## config.mk

```make
export PLATFORM = sky130hd
export DESIGN_NAME = dbi_window_seq
export DESIGN_NICKNAME = d
export VERILOG_FILES = /design/src/rtl/dbi_seq_pkg.sv /design/src/rtl/dbi_power_seq.sv /design/src/rtl/dbi_hdr_gen.sv /design/src/rtl/dbi_pix_stream.sv /design/src/rtl/dbi_window_seq.sv
export SDC_FILE = /design/constraint.sdc
export NUM_CORES = 1
export LEC_CHECK = 0
export CAP_MARGIN = 0
export CORE_MARGIN = 2
export CORE_UTILIZATION = 41
export CTS_BUF_LIST = sky130_fd_sc_hd__clkbuf_4
export DETAILED_ROUTE_END_ITERATION = 10
export SLEW_MARGIN = 0
export SYNTH_ARGS = -nofsm -noshare
export SYNTH_HDL_FRONTEND = slang
export SYNTH_SLANG_ARGS = --single-unit
```

## constraint.sdc

```tcl
create_clock -name clk -period 12.71 [get_ports clk]
set_input_delay 2.542 -clock clk [delete_from_list [all_inputs] [get_ports clk]]
set_output_delay 2.542 -clock clk [all_outputs]
set_load 0.005 [all_outputs]
```

## src/rtl/dbi_seq_pkg.sv

```systemverilog
package dbi_seq_pkg;

    // coordinate width fixed by the 16-bit window parameters of the command set
    localparam int unsigned CW     = 16;
    localparam int unsigned PIX_W  = 16;
    localparam int unsigned AREA_W = 2 * CW;

    localparam logic [7:0] CMD_COL_WIN = 8'h2A;
    localparam logic [7:0] CMD_ROW_WIN = 8'h2B;
    localparam logic [7:0] CMD_MEM_WR  = 8'h2C;

    localparam logic [3:0] HDR_LAST = 4'd10;

    typedef logic [CW-1:0] coord_t;

    typedef struct packed {
        coord_t col_lo;
        coord_t col_hi;
        coord_t row_lo;
        coord_t row_hi;
    } win_t;

    typedef enum logic [1:0] {
        SQ_IDLE,
        SQ_HDR,
        SQ_PIX
    } seq_st_t;

    typedef enum logic [1:0] {
        PX_EMPTY,
        PX_HI,
        PX_LO
    } pix_st_t;

    typedef enum logic [1:0] {
        PW_LOW,
        PW_WAIT,
        PW_READY
    } pwr_st_t;

    // byte of the eleven-entry window header at position idx
    function automatic logic [7:0] hdr_byte(logic [3:0] idx, win_t w);
        logic [7:0] b;
        case (idx)
            4'd0:    b = CMD_COL_WIN;
            4'd1:    b = w.col_lo[15:8];
            4'd2:    b = w.col_lo[7:0];
            4'd3:    b = w.col_hi[15:8];
            4'd4:    b = w.col_hi[7:0];
            4'd5:    b = CMD_ROW_WIN;
            4'd6:    b = w.row_lo[15:8];
            4'd7:    b = w.row_lo[7:0];
            4'd8:    b = w.row_hi[15:8];
            4'd9:    b = w.row_hi[7:0];
            default: b = CMD_MEM_WR;
        endcase
        return b;
    endfunction

    function automatic logic hdr_is_cmd(logic [3:0] idx);
        return (idx == 4'd0) || (idx == 4'd5) || (idx == HDR_LAST);
    endfunction

endpackage

```

## src/rtl/dbi_power_seq.sv

```systemverilog
module dbi_power_seq
    import dbi_seq_pkg::*;
#(
    parameter int unsigned RST_LOW_CYC  = 2_000_000,
    parameter int unsigned RST_WAIT_CYC = 12_000_000
) (
    input  logic clk,
    input  logic rst,
    output logic panel_rst_n,
    output logic ready
);
    localparam int unsigned CNT_MAX = (RST_LOW_CYC > RST_WAIT_CYC) ? RST_LOW_CYC : RST_WAIT_CYC;
    localparam int unsigned CNT_W   = $clog2(CNT_MAX + 1);
    localparam logic [CNT_W-1:0] LOW_END  = CNT_W'(RST_LOW_CYC - 1);
    localparam logic [CNT_W-1:0] WAIT_END = CNT_W'(RST_WAIT_CYC - 1);

    pwr_st_t          ph;
    logic [CNT_W-1:0] cnt;

    always_ff @(posedge clk) begin
        if (rst) begin
            ph  <= PW_LOW;
            cnt <= '0;
        end else begin
            case (ph)
                PW_LOW: begin
                    if (cnt == LOW_END) begin
                        ph  <= PW_WAIT;
                        cnt <= '0;
                    end else begin
                        cnt <= cnt + 1'b1;
                    end
                end
                PW_WAIT: begin
                    if (cnt == WAIT_END) begin
                        ph  <= PW_READY;
                        cnt <= '0;
                    end else begin
                        cnt <= cnt + 1'b1;
                    end
                end
                default: begin
                    ph  <= PW_READY;
                    cnt <= '0;
                end
            endcase
        end
    end

    assign panel_rst_n = (ph != PW_LOW);
    assign ready       = (ph == PW_READY);

endmodule

```

## src/rtl/dbi_hdr_gen.sv

```systemverilog
module dbi_hdr_gen
    import dbi_seq_pkg::*;
(
    input  logic [3:0] idx,
    input  win_t       win,
    output logic [7:0] hbyte,
    output logic       hcmd,
    output logic       hlast
);
    always_comb begin
        hbyte = hdr_byte(idx, win);
        hcmd  = hdr_is_cmd(idx);
        hlast = (idx == HDR_LAST);
    end
endmodule

```

## src/rtl/dbi_pix_stream.sv

```systemverilog
module dbi_pix_stream
    import dbi_seq_pkg::*;
(
    input  logic              clk,
    input  logic              rst,
    input  logic              active,
    input  logic              zero_fill,
    input  logic [AREA_W-1:0] npix,
    input  logic              pix_valid,
    input  logic [PIX_W-1:0]  pix_data,
    output logic              pix_ready,
    output logic              bvalid,
    output logic [7:0]        bdata,
    input  logic              bready,
    output logic              finish
);
    pix_st_t           st;
    logic [PIX_W-1:0]  hold;
    logic [AREA_W-1:0] sent;
    logic              is_last;

    assign is_last = (sent == npix - 1'b1);

    always_ff @(posedge clk) begin
        if (rst || !active) begin
            st   <= PX_EMPTY;
            hold <= '0;
            sent <= '0;
        end else begin
            case (st)
                PX_EMPTY: begin
                    if (zero_fill) begin
                        hold <= '0;
                        st   <= PX_HI;
                    end else if (pix_valid) begin
                        hold <= pix_data;
                        st   <= PX_HI;
                    end
                end
                PX_HI: begin
                    if (bready) st <= PX_LO;
                end
                default: begin
                    if (bready) begin
                        sent <= sent + 1'b1;
                        st   <= PX_EMPTY;
                    end
                end
            endcase
        end
    end

    always_comb begin
        pix_ready = active && !zero_fill && (st == PX_EMPTY);
        bvalid    = active && (st != PX_EMPTY);
        bdata     = (st == PX_HI) ? hold[15:8] : hold[7:0];
        finish    = active && (st == PX_LO) && bready && is_last;
    end

endmodule

```

## src/rtl/dbi_window_seq.sv

```systemverilog
module dbi_window_seq
    import dbi_seq_pkg::*;
#(
    parameter int unsigned PANEL_W      = 320,
    parameter int unsigned PANEL_H      = 240,
    parameter int unsigned RST_LOW_CYC  = 2_000_000,
    parameter int unsigned RST_WAIT_CYC = 12_000_000
) (
    input  logic        clk,
    input  logic        rst,
    input  logic        enable_i,
    input  logic        upd_req_i,
    input  logic        blank_req_i,
    input  logic [15:0] x0_i,
    input  logic [15:0] y0_i,
    input  logic [15:0] x1_i,
    input  logic [15:0] y1_i,
    input  logic        pix_valid_i,
    input  logic [15:0] pix_data_i,
    output logic        pix_ready_o,
    output logic        out_valid_o,
    input  logic        out_ready_i,
    output logic        out_is_cmd_o,
    output logic [7:0]  out_byte_o,
    output logic        busy_o,
    output logic        done_o,
    output logic        panel_rst_n_o,
    output logic        init_done_o
);
    localparam coord_t PW_C = CW'(PANEL_W);
    localparam coord_t PH_C = CW'(PANEL_H);

    seq_st_t           st;
    win_t              win;
    logic [AREA_W-1:0] npix;
    logic              zero_mode;
    logic [3:0]        hidx;
    logic              done_q;
    logic              ready_pwr;

    // request selection and window arithmetic
    logic              take_blank, take_upd, take_any;
    coord_t            ax0, ay0, ax1, ay1, wid, hgt;
    logic [AREA_W-1:0] area;

    always_comb begin
        take_blank = ready_pwr && (st == SQ_IDLE) && blank_req_i;
        take_upd   = ready_pwr && (st == SQ_IDLE) && upd_req_i && enable_i && !blank_req_i;
        take_any   = take_blank || take_upd;
        ax0 = blank_req_i ? '0   : x0_i;
        ay0 = blank_req_i ? '0   : y0_i;
        ax1 = blank_req_i ? PW_C : x1_i;
        ay1 = blank_req_i ? PH_C : y1_i;
        wid  = (ax1 > ax0) ? (ax1 - ax0) : '0;
        hgt  = (ay1 > ay0) ? (ay1 - ay0) : '0;
        area = AREA_W'(wid) * AREA_W'(hgt);
    end

    // header generator
    logic [7:0] h_byte;
    logic       h_cmd, h_last;

    dbi_hdr_gen u_hdr (
        .idx   (hidx),
        .win   (win),
        .hbyte (h_byte),
        .hcmd  (h_cmd),
        .hlast (h_last)
    );

    // pixel serializer
    logic       p_valid, p_finish;
    logic [7:0] p_byte;

    dbi_pix_stream u_pix (
        .clk       (clk),
        .rst       (rst),
        .active    (st == SQ_PIX),
        .zero_fill (zero_mode),
        .npix      (npix),
        .pix_valid (pix_valid_i),
        .pix_data  (pix_data_i),
        .pix_ready (pix_ready_o),
        .bvalid    (p_valid),
        .bdata     (p_byte),
        .bready    (out_ready_i),
        .finish    (p_finish)
    );

    // power-up sequencing
    dbi_power_seq #(
        .RST_LOW_CYC  (RST_LOW_CYC),
        .RST_WAIT_CYC (RST_WAIT_CYC)
    ) u_pwr (
        .clk         (clk),
        .rst         (rst),
        .panel_rst_n (panel_rst_n_o),
        .ready       (ready_pwr)
    );

    always_ff @(posedge clk) begin
        if (rst) begin
            st        <= SQ_IDLE;
            win       <= '0;
            npix      <= '0;
            zero_mode <= 1'b0;
            hidx      <= '0;
            done_q    <= 1'b0;
        end else begin
            done_q <= 1'b0;
            case (st)
                SQ_IDLE: begin
                    if (take_any) begin
                        if (area == '0) begin
                            done_q <= 1'b1;
                        end else begin
                            win.col_lo <= ax0;
                            win.col_hi <= ax1 - 1'b1;
                            win.row_lo <= ay0;
                            win.row_hi <= ay1 - 1'b1;
                            npix       <= area;
                            zero_mode  <= take_blank;
                            hidx       <= '0;
                            st         <= SQ_HDR;
                        end
                    end
                end
                SQ_HDR: begin
                    if (out_ready_i) begin
                        if (h_last) st <= SQ_PIX;
                        else        hidx <= hidx + 1'b1;
                    end
                end
                default: begin
                    if (p_finish) begin
                        st     <= SQ_IDLE;
                        done_q <= 1'b1;
                    end
                end
            endcase
        end
    end

    always_comb begin
        out_valid_o  = (st == SQ_HDR) || p_valid;
        out_byte_o   = (st == SQ_HDR) ? h_byte : p_byte;
        out_is_cmd_o = (st == SQ_HDR) && h_cmd;
        busy_o       = (st != SQ_IDLE);
        done_o       = done_q;
        init_done_o  = ready_pwr;
    end

endmodule

```

==> results of run 1 <==
==> critical path, delay by kind of cell <==
family          cells  cell delay (ps)
buf+inv             8             1460
fa+ha+maj           8             3610
compound gates     14             3080
simple gates        7             1790
==> through the flow <==
| stage | power [mW] | utilization | hold WS, ps |
|---|---|---|---|
| after floorplan | 1.62 | - | 428 |
| after global placement | 2.20 | 0.462 | 439 |
| after detailed placement | 2.21 | 0.462 | 451 |
| after CTS | 2.55 | 0.468 | 472 |
| after global routing | 2.78 | 0.468 | 492 |
| final | 2.56 | 0.468 | 472 |
==> worst min-delay path by stage <==
stage / from / end
after floorplan: win[4]$_SDFFE_PP0P_ / win[4]$_SDFFE_PP0P_
after global placement: win[9]$_SDFFE_PP0P_ / win[9]$_SDFFE_PP0P_
after detailed placement: u_pwr.cnt[0]$_SDFF_PP0_ / u_pwr.cnt[0]$_SDFF_PP0_
after CTS: win[47]$_SDFFE_PP0P_ / win[47]$_SDFFE_PP0P_
after global routing: win[4]$_SDFFE_PP0P_ / win[4]$_SDFFE_PP0P_
final: win[47]$_SDFFE_PP0P_ / win[47]$_SDFFE_PP0P_
==> per-layer routing <==
metal | vias to the layer above | routed length, µm
li1 | 8844 | -
met1 | 9121 | 30500
met2 | 522 | 29600
met3 | 67 | 3960
met4 | 0 | 1510
met5 | - | 0
==> logic make-up (layout without fill, tap and decap cells) <==
kind of cell / count (synthesis) / count (layout) / synth area share
simple gates: 939 / 939 / 0.216
compound gates: 511 / 511 / 0.175
buf+inv: 400 / 501 / 0.0761
fa+ha+maj: 341 / 341 / 0.280
flops: 180 / 180 / 0.176
xor+xnor: 149 / 149 / 0.0638
mux: 26 / 26 / 0.0131
other cells: 0 / 1 / 0
==> cell usage after synthesis (all sizes together) (10+ instances only) <==
cell / number / area (µm²)
nand2: 284 / 1070
nand2b: 13 / 81.3
a22oi: 23 / 173
nor2: 280 / 1060
nor4: 16 / 100
fa: 196 / 3920
mux2i: 22 / 220
dfxtp: 180 / 3600
o21a: 10 / 76.3
a211oi: 35 / 378
o21ai: 93 / 473
a21o: 18 / 135
clkbuf: 106 / 398
xnor2: 89 / 780
or2: 13 / 81.3
a21oi: 128 / 644
o211ai: 48 / 365
nor2b: 41 / 257
nor3: 55 / 290
and2: 35 / 220
buf: 37 / 195
xor2: 60 / 526
ha: 145 / 1810
a21boi: 12 / 90.1
nand3: 83 / 428
o31ai: 48 / 370
or3: 25 / 156
and3: 26 / 163
inv: 257 / 965
nand4: 31 / 194
==> registers in the layout (all words and copies together) (netlist names) <==
name	cells
u_pix.st	2
npix	32
zero_mode	1
hidx	4
win	64
u_pix.hold	16
done_o	1
u_pix.sent	32
st	2
u_pwr.ph	2
u_pwr.cnt	24
==> power breakdown <==
part | leakage [nW] | switching [mW] | total (mW) | internal, mW
registers | 1.45 | 0.000768 | 0.566 | 0.566
logic | 7.98 | 0.999 | 1.67 | 0.667
clock network | 0.157 | 0.236 | 0.326 | 0.0899
==> layout make-up <==
cell class / instances / area share
Clock buffer: 17 / 0.00556
Sequential cell: 180 / 0.157
Clock inverter: 15 / 0.00709
Inverter: 257 / 0.0420
Antenna cell: 1 / 0.000109
Timing Repair Buffer: 212 / 0.0846
Tap cell: 664 / 0.0362
Multi-Input combinational cell: 1966 / 0.667
==> results_dict.tcl, run 1 <==
set metrics [dict create \
    startpoint "blank_req_i" \
    netlist_area_mm2 0.0205 \
    multiInputGateArea_mm2 0.0153 \
    grt_pass1_wl_um 104000 \
    syn_inst 2546 \
    timing.final.hold_violations 0 \
    h-tree-depth 4 \
    layoutNonFillerInstCount 3312 \
    row_count 81 \
    most-common-layout-cells "nand2_1 (282), nor2_1 (279), inv_1 (256)" \
    crit_path_frequent_cell "fa_1" \
    maxCapViolCount 0 \
    area_delta_synth_final_pct 12.2 \
    met2_usage 0.422 \
    endpoint "win[16]$_SDFFE_PP0P_" \
    ant_nets 0 \
    holdCritPathClass "flip-flop to flip-flop" \
    place_ws_ps 104 \
    critPathMaxFanout 51 \
    status "finished, final reports clean" \
    grt_max_degree 72 \
    crit_required_ps 13270 \
    reg2reg_slack_ps 9260 \
    fmax_mhz 83.0 \
    synth_cell_type_count 90 \
    fin_crit_sh 0.948 \
    ys.flop_type "dfxtp_1" \
    synth-edff-count 0 \
    crit_slowest_cell "nor2_1" \
    wl_um 65500 \
    grt_util_met3 0.0387 \
    cts_tree "built" \
    stdcell_area_mm2 0.0229 \
    startpoint_type "primary input" \
    fin_tns_setup_ps 0 \
    skew_ps 31.8 \
    grt_antenna_before_repair 1 \
    numPortBuffers 101 \
    yosysSeqAreaShare 0.176 \
    powerDensity_mw_per_mm2 111 \
    clk_path_buf_depth 2 \
    path_class "primary input to flip-flop" \
    hold_depth 2 \
    cts.repair.resized 0 \
    setup_viol 0 \
    use_met1 0.362 \
    grt_pass1_vias 18500 \
    root_buffer "clkbuf_4" \
    reg2reg_depth 12 \
    layout_commonest_cell "nand2_1" \
    hold_buffers 0 \
    avgSynthCellArea_um2 8.04 \
    arrival_ps 12610 \
    track_usage 0.261 \
    placed_area_mm2 0.0227 \
    cpPeakStageDelay_ps 630 \
    clk_latency_ps 640 \
    die-area_mm2 0.0517 \
    clock_sinks 180 \
    tightest_slew_ps 1270 \
    dpl.cell_count 3279 \
    synthArstFlopShare 0 \
    start_util 0.417 \
    die_h_um 227 \
    regArea_mm2 0.00360 \
    maxSlewViolCount 0 \
    drcViolationCount 0 \
    rsz0062_at_grt "no" \
    syn_nets 2974 \
    regToRegEndpoint "st[0]$_SDFFE_PP0P_" \
    first_pass_iters 7 \
    dpl.hpwl_um 53200 \
    power.leakage_nw 9.59 \
    fp.coreArea_mm2 0.0491 \
    via_count 18600 \
    fp.dieW_um 227 \
    ir_drop_uv 78.6 \
    busiest_layer "met2" \
    worst_slack_ps 661 \
    drtIter0Drc 1427 \
    post_route_cells_drive_above_1_share 0.0812 \
    overflow 0 \
    yosysWarnings 0 \
    end_kind "flip-flop" \
    nets 3062 \
    viasPerCell 5.60 \
    fillers 4991 \
    yosys_register_bits 180 \
    wire_per_inst_um 19.8 \
    slew_headroom 0.150 \
    cts_buffers 17 \
    place.gp.congestion 0.975 \
    r2r-start "npix[0]$_SDFFE_PP0P_" \
    ioPinCount 102 \
    cts_setup_buffers 0 \
    fin_crit_ps 12050 \
    cts.clk_slew.worst_paths_ps 170 \
]
(Power assumes the default switching activity.)
==> run 2: changes to the inputs <==
--- a/config.mk
+++ b/config.mk
@@ -5,6 +5,7 @@
 export SDC_FILE = /design/constraint.sdc
 export NUM_CORES = 1
 export LEC_CHECK = 0
+export ABC_CLOCK_PERIOD_IN_PS = 12710
 export CAP_MARGIN = 0
 export CORE_MARGIN = 2
 export CORE_UTILIZATION = 41
==> constraint.sdc (replaced) <==
create_clock -name clk -period 12.71 [get_ports clk]
set_input_delay 3.813 -clock clk [delete_from_list [all_inputs] [get_ports clk]]
set_output_delay 3.813 -clock clk [all_outputs]
set_load 0.005 [all_outputs]
==> run 2 against run 1 <==
Clock power down 5%; wire length up 4.7%; die area unchanged; non-clock buffer count up 322; clock skew down 4.9 ps; power up 17%; first-iteration DRC count up 5.3%; combinational power up 27%; sequential power about the same; sequential share of layout area down 1.8 points; critical path type unchanged; sequential cell count unchanged; count of clock-buffer cells in the layout up 4.
==> results_dict.tcl, run 2 (same netlist as run 1, synthesis figures left out) <==
set metrics [dict create \
    status "finished, final reports clean" \
    clk_path_buf_depth 2 \
    largest-register "win" \
    cts.clk_slew.worst_paths_ps 150 \
    wire_per_inst_um 18.9 \
    drcViolationCount 0 \
    fin_crit_sh 0.980 \
    timing.final.hold_violations 0 \
    track_usage 0.269 \
    grt_pass1_vias 20100 \
    power_mw 3.00 \
    fp.dieW_um 227 \
    fmax_mhz 80.3 \
    cpPeakStageDelay_ps 570 \
    end_kind "flip-flop" \
    start_util 0.417 \
    drtIter0Drc 1502 \
    path_class "primary input to flip-flop" \
    most-common-layout-cells "buf_4 (404), nand2_1 (281), nor2_1 (278)" \
    die-area_mm2 0.0517 \
    overflow 0 \
    crit_slowest_cell "clkdlybuf4s50_1" \
    via_count 19900 \
    crit_required_ps 13260 \
    place_ws_ps -783 \
    fp.coreArea_mm2 0.0491 \
    slew_headroom 0.199 \
    cts_tree "built" \
    power.leakage_nw 11.3 \
    wl_um 68600 \
    grt_pass1_wl_um 109000 \
    setup_viol 0 \
    viasPerCell 5.49 \
    maxSlewViolCount 0 \
    grt_antenna_before_repair 1 \
    maxCapViolCount 0 \
    h-tree-depth 4 \
    grt_max_degree 64 \
    place.gp.congestion 0.977 \
    startpoint_type "primary input" \
    ant_nets 0 \
    ioPinCount 102 \
    dpl.hpwl_um 56200 \
    critPathMaxFanout 12 \
    powerDensity_mw_per_mm2 116 \
    row_count 81 \
    clk_latency_ps 630 \
    cts_buffers 17 \
    tightest_slew_ps 1190 \
    holdCritPathClass "flip-flop to flip-flop" \
    largest_register_ffs 64 \
    ir_drop_uv 106 \
    root_buffer "clkbuf_4" \
    largestRegisters "win (64), npix (32), u_pix.sent (32)" \
    numPortBuffers 101 \
    post_route_cells_drive_above_1_share 0.196 \
    clock_sinks 180 \
    fillers 4755 \
    first_pass_iters 7 \
    layout_commonest_cell "buf_4" \
    worst_slack_ps 252 \
    die_h_um 227 \
    whs_ps 470 \
    fin_tns_setup_ps 0 \
    hold_buffers 0 \
    arrival_ps 13010 \
    area_delta_synth_final_pct 26.5 \
    fin_crit_ps 12460 \
    nets 3384 \
    skew_ps 26.9 \
]
run 2: stage by stage:
stage                      util  cell area [µm²]  instances
after detailed placement  0.513            25200       3589
after global routing      0.528            25900       3633
after CTS                 0.519            25500       3624
after floorplan               -            20500       2546
after global placement    0.513            25200       3589
final                     0.528            25900       3633
run 2: final timing paths:
path	to	slack, ps	cells after the start	start
max	win[32]$_SDFFE_PP0P_	250	40	y0_i[0]
min	win[4]$_SDFFE_PP0P_	470	2	win[4]$_SDFFE_PP0P_
max reg2reg	st[0]$_SDFFE_PP0P_	9200	12	npix[0]$_SDFFE_PP0P_
min reg2reg	win[4]$_SDFFE_PP0P_	470	2	win[4]$_SDFFE_PP0P_
run 2: area by class of cell:
cell class | count | area (µm²) | area share
Antenna cell | 1 | 2.50 | 0.0000967
Timing Repair Buffer | 534 | 4590 | 0.177
Sequential cell | 180 | 3600 | 0.139
Tap cell | 664 | 831 | 0.0321
Clock buffer | 21 | 158 | 0.00609
Multi-Input combinational cell | 1966 | 15600 | 0.604
Clock inverter | 10 | 100 | 0.00387
Inverter | 257 | 965 | 0.0373
run 2: report_power, final:
group          switching [mW]  leakage, nW  internal (mW)  total, mW
registers            0.000768         1.45          0.565      0.566
clock network           0.203        0.140          0.107      0.310
logic                    1.13         9.70          0.996       2.12
total                    1.33         11.3           1.67       3.00
run 2: worst max-delay path: cells and delay by family:
kind	cells	cell delay [ps]
AOI/OAI and AO/OA	12	2360
adders and majority gates	9	3670
buffers and inverters	11	1800
and+or+nand+nor	8	1360
run 2: repair_timing:
item,in CTS,in global routing
gates resized for setup,5,71
setup buffers,4,6
pin swaps,1,19
setup endpoints to repair,64,103
gates cloned,0,2
run 2: per-layer routing:
layer | GRT usage | share of wire | vias to the layer above
met1 | 0.368 | 0.45 | 9745
met5 | 0 | 0 | -
li1 | - | - | 9457
met3 | 0.0314 | 0.060 | 108
met2 | 0.445 | 0.46 | 633
met4 | 0.0810 | 0.026 | 0
==> run 3: changes to the inputs <==
--- a/config.mk
+++ b/config.mk
@@ -14,4 +14,5 @@
 export SLEW_MARGIN = 0
 export SYNTH_ARGS = -nofsm -noshare
 export SYNTH_HDL_FRONTEND = slang
+export SYNTH_HIERARCHICAL = 1
 export SYNTH_SLANG_ARGS = --single-unit
==> run 3 against run 2 <==
Non-clock buffer count increased by 31; synthesized area increased by 0.21%; via count increased by 1.3%; utilization increased by 0.84 points; final cell count increased by 1.4%; first-iteration DRC count increased by 4.3%; wire length increased by 1.2%; clock power increased by 7.4%; register-to-register slack got worse by 170 ps; sequential share of layout area decreased by 0.25 points; critical path type unchanged.
==> results_dict.tcl, run 3 <==
set metrics [dict create \
    netlist_area_mm2 0.0205 \
    die-area_mm2 0.0518 \
    viasPerCell 5.48 \
    yosys.area.top_type "fa_1" \
    largest-register "win" \
    root_buffer "clkbuf_4" \
    cpPeakStageDelay_ps 580 \
    clk_path_buf_depth 2 \
    r2r-start "npix[11]$_SDFFE_PP0P_" \
    crit_path_frequent_cell "fa_1" \
    wl_um 69400 \
    area_delta_synth_final_pct 28.5 \
    fillers 4708 \
    syn_inst 2559 \
    fmax_mhz 80.0 \
    avgSynthCellArea_um2 8.01 \
    crit_slowest_cell "fa_1" \
    slew_headroom 0.208 \
    fin_crit_sh 0.983 \
    powerDensity_mw_per_mm2 116 \
    grt_pass1_vias 20300 \
    drcViolationCount 0 \
    cts_tree "built" \
    nets 3430 \
    dpl.hpwl_um 56500 \
    ir_drop_uv 94.5 \
    tightest_slew_ps 1190 \
    startpoint "x0_i[0]" \
    fin_util 0.536 \
    maxCapViolCount 0 \
    cts.clk_slew.worst_paths_ps 150 \
    yosysWarnings 6 \
    cts_buffers 17 \
    end_kind "flip-flop" \
    ant_nets 0 \
    skew_ps 17.9 \
    synth_common_cells "nand2_1 (290), inv_1 (267), nor2_1 (262)" \
    most-common-layout-cells "buf_4 (441), nand2_1 (278), inv_1 (263)" \
    numPortBuffers 101 \
    power.leakage_nw 11.7 \
    via_count 20200 \
    clk_latency_ps 640 \
    clock_sinks 180 \
    synth.most_common_cell "nand2_1" \
    post_route_cells_drive_above_1_share 0.228 \
    layout_commonest_cell "buf_4" \
    regToRegEndpoint "st[0]$_SDFFE_PP0P_" \
    grt_max_degree 77 \
    arrival_ps 13050 \
    placed_area_mm2 0.0253 \
    yosys_register_bits 180 \
    start_util 0.417 \
    fin_crit_ps 12500 \
    place.gp.congestion 0.981 \
    yosysSeqAreaShare 0.176 \
    overflow 0 \
    maxSlewViolCount 0 \
    synthTopCellsByArea "fa_1 (19%), dfxtp_1 (18%), ha_1 (8.7%), nand2_1 (5.3%), inv_1 (4.9%)" \
    status "finished, final reports clean" \
    synthArstFlopShare 0 \
    timing.final.hold_violations 0 \
    die_h_um 228 \
    grt_antenna_before_repair 1 \
    ys.flop_type "dfxtp_1" \
    synth_cell_type_count 92 \
    largestRegisters "win (64), npix (32), u_pix/sent (32)" \
    ioPinCount 102 \
    synth_top_cell_area_share 0.191 \
    syn_nets 2984 \
    grt_pass1_wl_um 110000 \
    endpoint "win[39]$_SDFFE_PP0P_" \
    row_count 81 \
    crit_required_ps 13270 \
    wire_per_inst_um 18.9 \
    setup_viol 0 \
    synth-edff-count 0 \
    h-tree-depth 4 \
    first_pass_iters 7 \
    startpoint_type "primary input" \
    largest_register_ffs 64 \
    min-delay-start "u_pwr/cnt[0]$_SDFF_PP0_" \
    reg2reg_slack_ps 9030 \
    fp.dieW_um 228 \
    fp.coreArea_mm2 0.0492 \
    drtIter0Drc 1567 \
    track_usage 0.271 \
    hold_buffers 0 \
    holdCritPathClass "flip-flop to flip-flop" \
    path_class "primary input to flip-flop" \
    critPathMaxFanout 13 \
    stdcell_area_mm2 0.0263 \
    reg2reg_depth 10 \
]
[run 3: changes by cell type in the layout (fill, tap and decap cells not counted), moves of 21 or more]
cell      change
xor2_1       +23
o211ai_1     -36
o21ai_1      -21
o31ai_1      -37
buf_4        +37
a31o_2       +24
nor4_1       +48
[run 3: layout make-up]
cell class / count / area [µm²] / area share
Multi-Input combinational cell: 1973 / 15900 / 0.602
Timing Repair Buffer: 565 / 4770 / 0.181
Sequential cell: 180 / 3600 / 0.137
Inverter: 268 / 1010 / 0.0382
Tap cell: 664 / 831 / 0.0315
Clock inverter: 15 / 153 / 0.00579
Clock buffer: 17 / 128 / 0.00484
Antenna cell: 1 / 2.50 / 0.0000950
[run 3: timing repair]
item                       4_1_cts  5_1_grt
pin swaps                        5       31
resized for setup               29      118
cloned                           2        1
setup buffers                    2       13
setup endpoints to repair      102      103
[run 3: kinds of logic after synthesis]
family,synth area share
compound gates,0.148
flops,0.176
buf+inv,0.0804
xor+xnor,0.0666
mux,0.0143
fa+ha+maj,0.278
simple gates,0.237
[run 3: how the worst min path moves through the flow]
| stage | endpoint | slack (ps) | cells after the start |
|---|---|---|---|
| 3_3_place_gp | u_pwr/cnt[0]$_SDFF_PP0_ | 440 | 1 |
| 6_report | u_pwr/cnt[0]$_SDFF_PP0_ | 480 | 1 |
| 5_1_grt | win[12]$_SDFFE_PP0P_ | 510 | 2 |
| 3_5_place_dp | u_pwr/cnt[0]$_SDFF_PP0_ | 450 | 1 |
| 2_1_floorplan | u_pwr/cnt[0]$_SDFF_PP0_ | 430 | 1 |
| 4_1_cts | u_pwr/cnt[0]$_SDFF_PP0_ | 490 | 1 |
[run 3: per-stage QoR]
stage	instances	total power, mW	setup TNS (ps)	setup slack [ps]	hold slack, ps
2_1_floorplan	2559	1.54	0	5.53	430
3_3_place_gp	3632	2.51	-78250	-869	443
3_5_place_dp	3632	2.52	-88720	-943	454
4_1_cts	3668	2.88	0	11.4	485
5_1_grt	3683	3.28	-275	-37.8	513
6_report	3683	3.05	0	214	483
[run 3: power breakdown]
| part | switching (mW) | total [mW] | internal, mW |
|---|---|---|---|
| sequential | 0.000797 | 0.566 | 0.565 |
| combinational | 1.13 | 2.15 | 1.02 |
| clock | 0.214 | 0.333 | 0.118 |
| total | 1.34 | 3.05 | 1.70 |
[run 3: worst max-delay path, delay by kind of cell]
kind,cells,cell delay [ps]
mux,1,280
simple gates,8,1250
fa+ha+maj,9,3900
buf+inv,10,1550
compound gates,11,2260
[run 3: metal layers]
metal	GRT usage	part of all wire	up-vias	wire length (µm)
met3	0.0273	0.054	149	3770
met1	0.366	0.45	9830	31000
met5	0	0	-	0
met4	0.108	0.042	0	2930
met2	0.447	0.46	639	31700
li1	-	-	9582	-
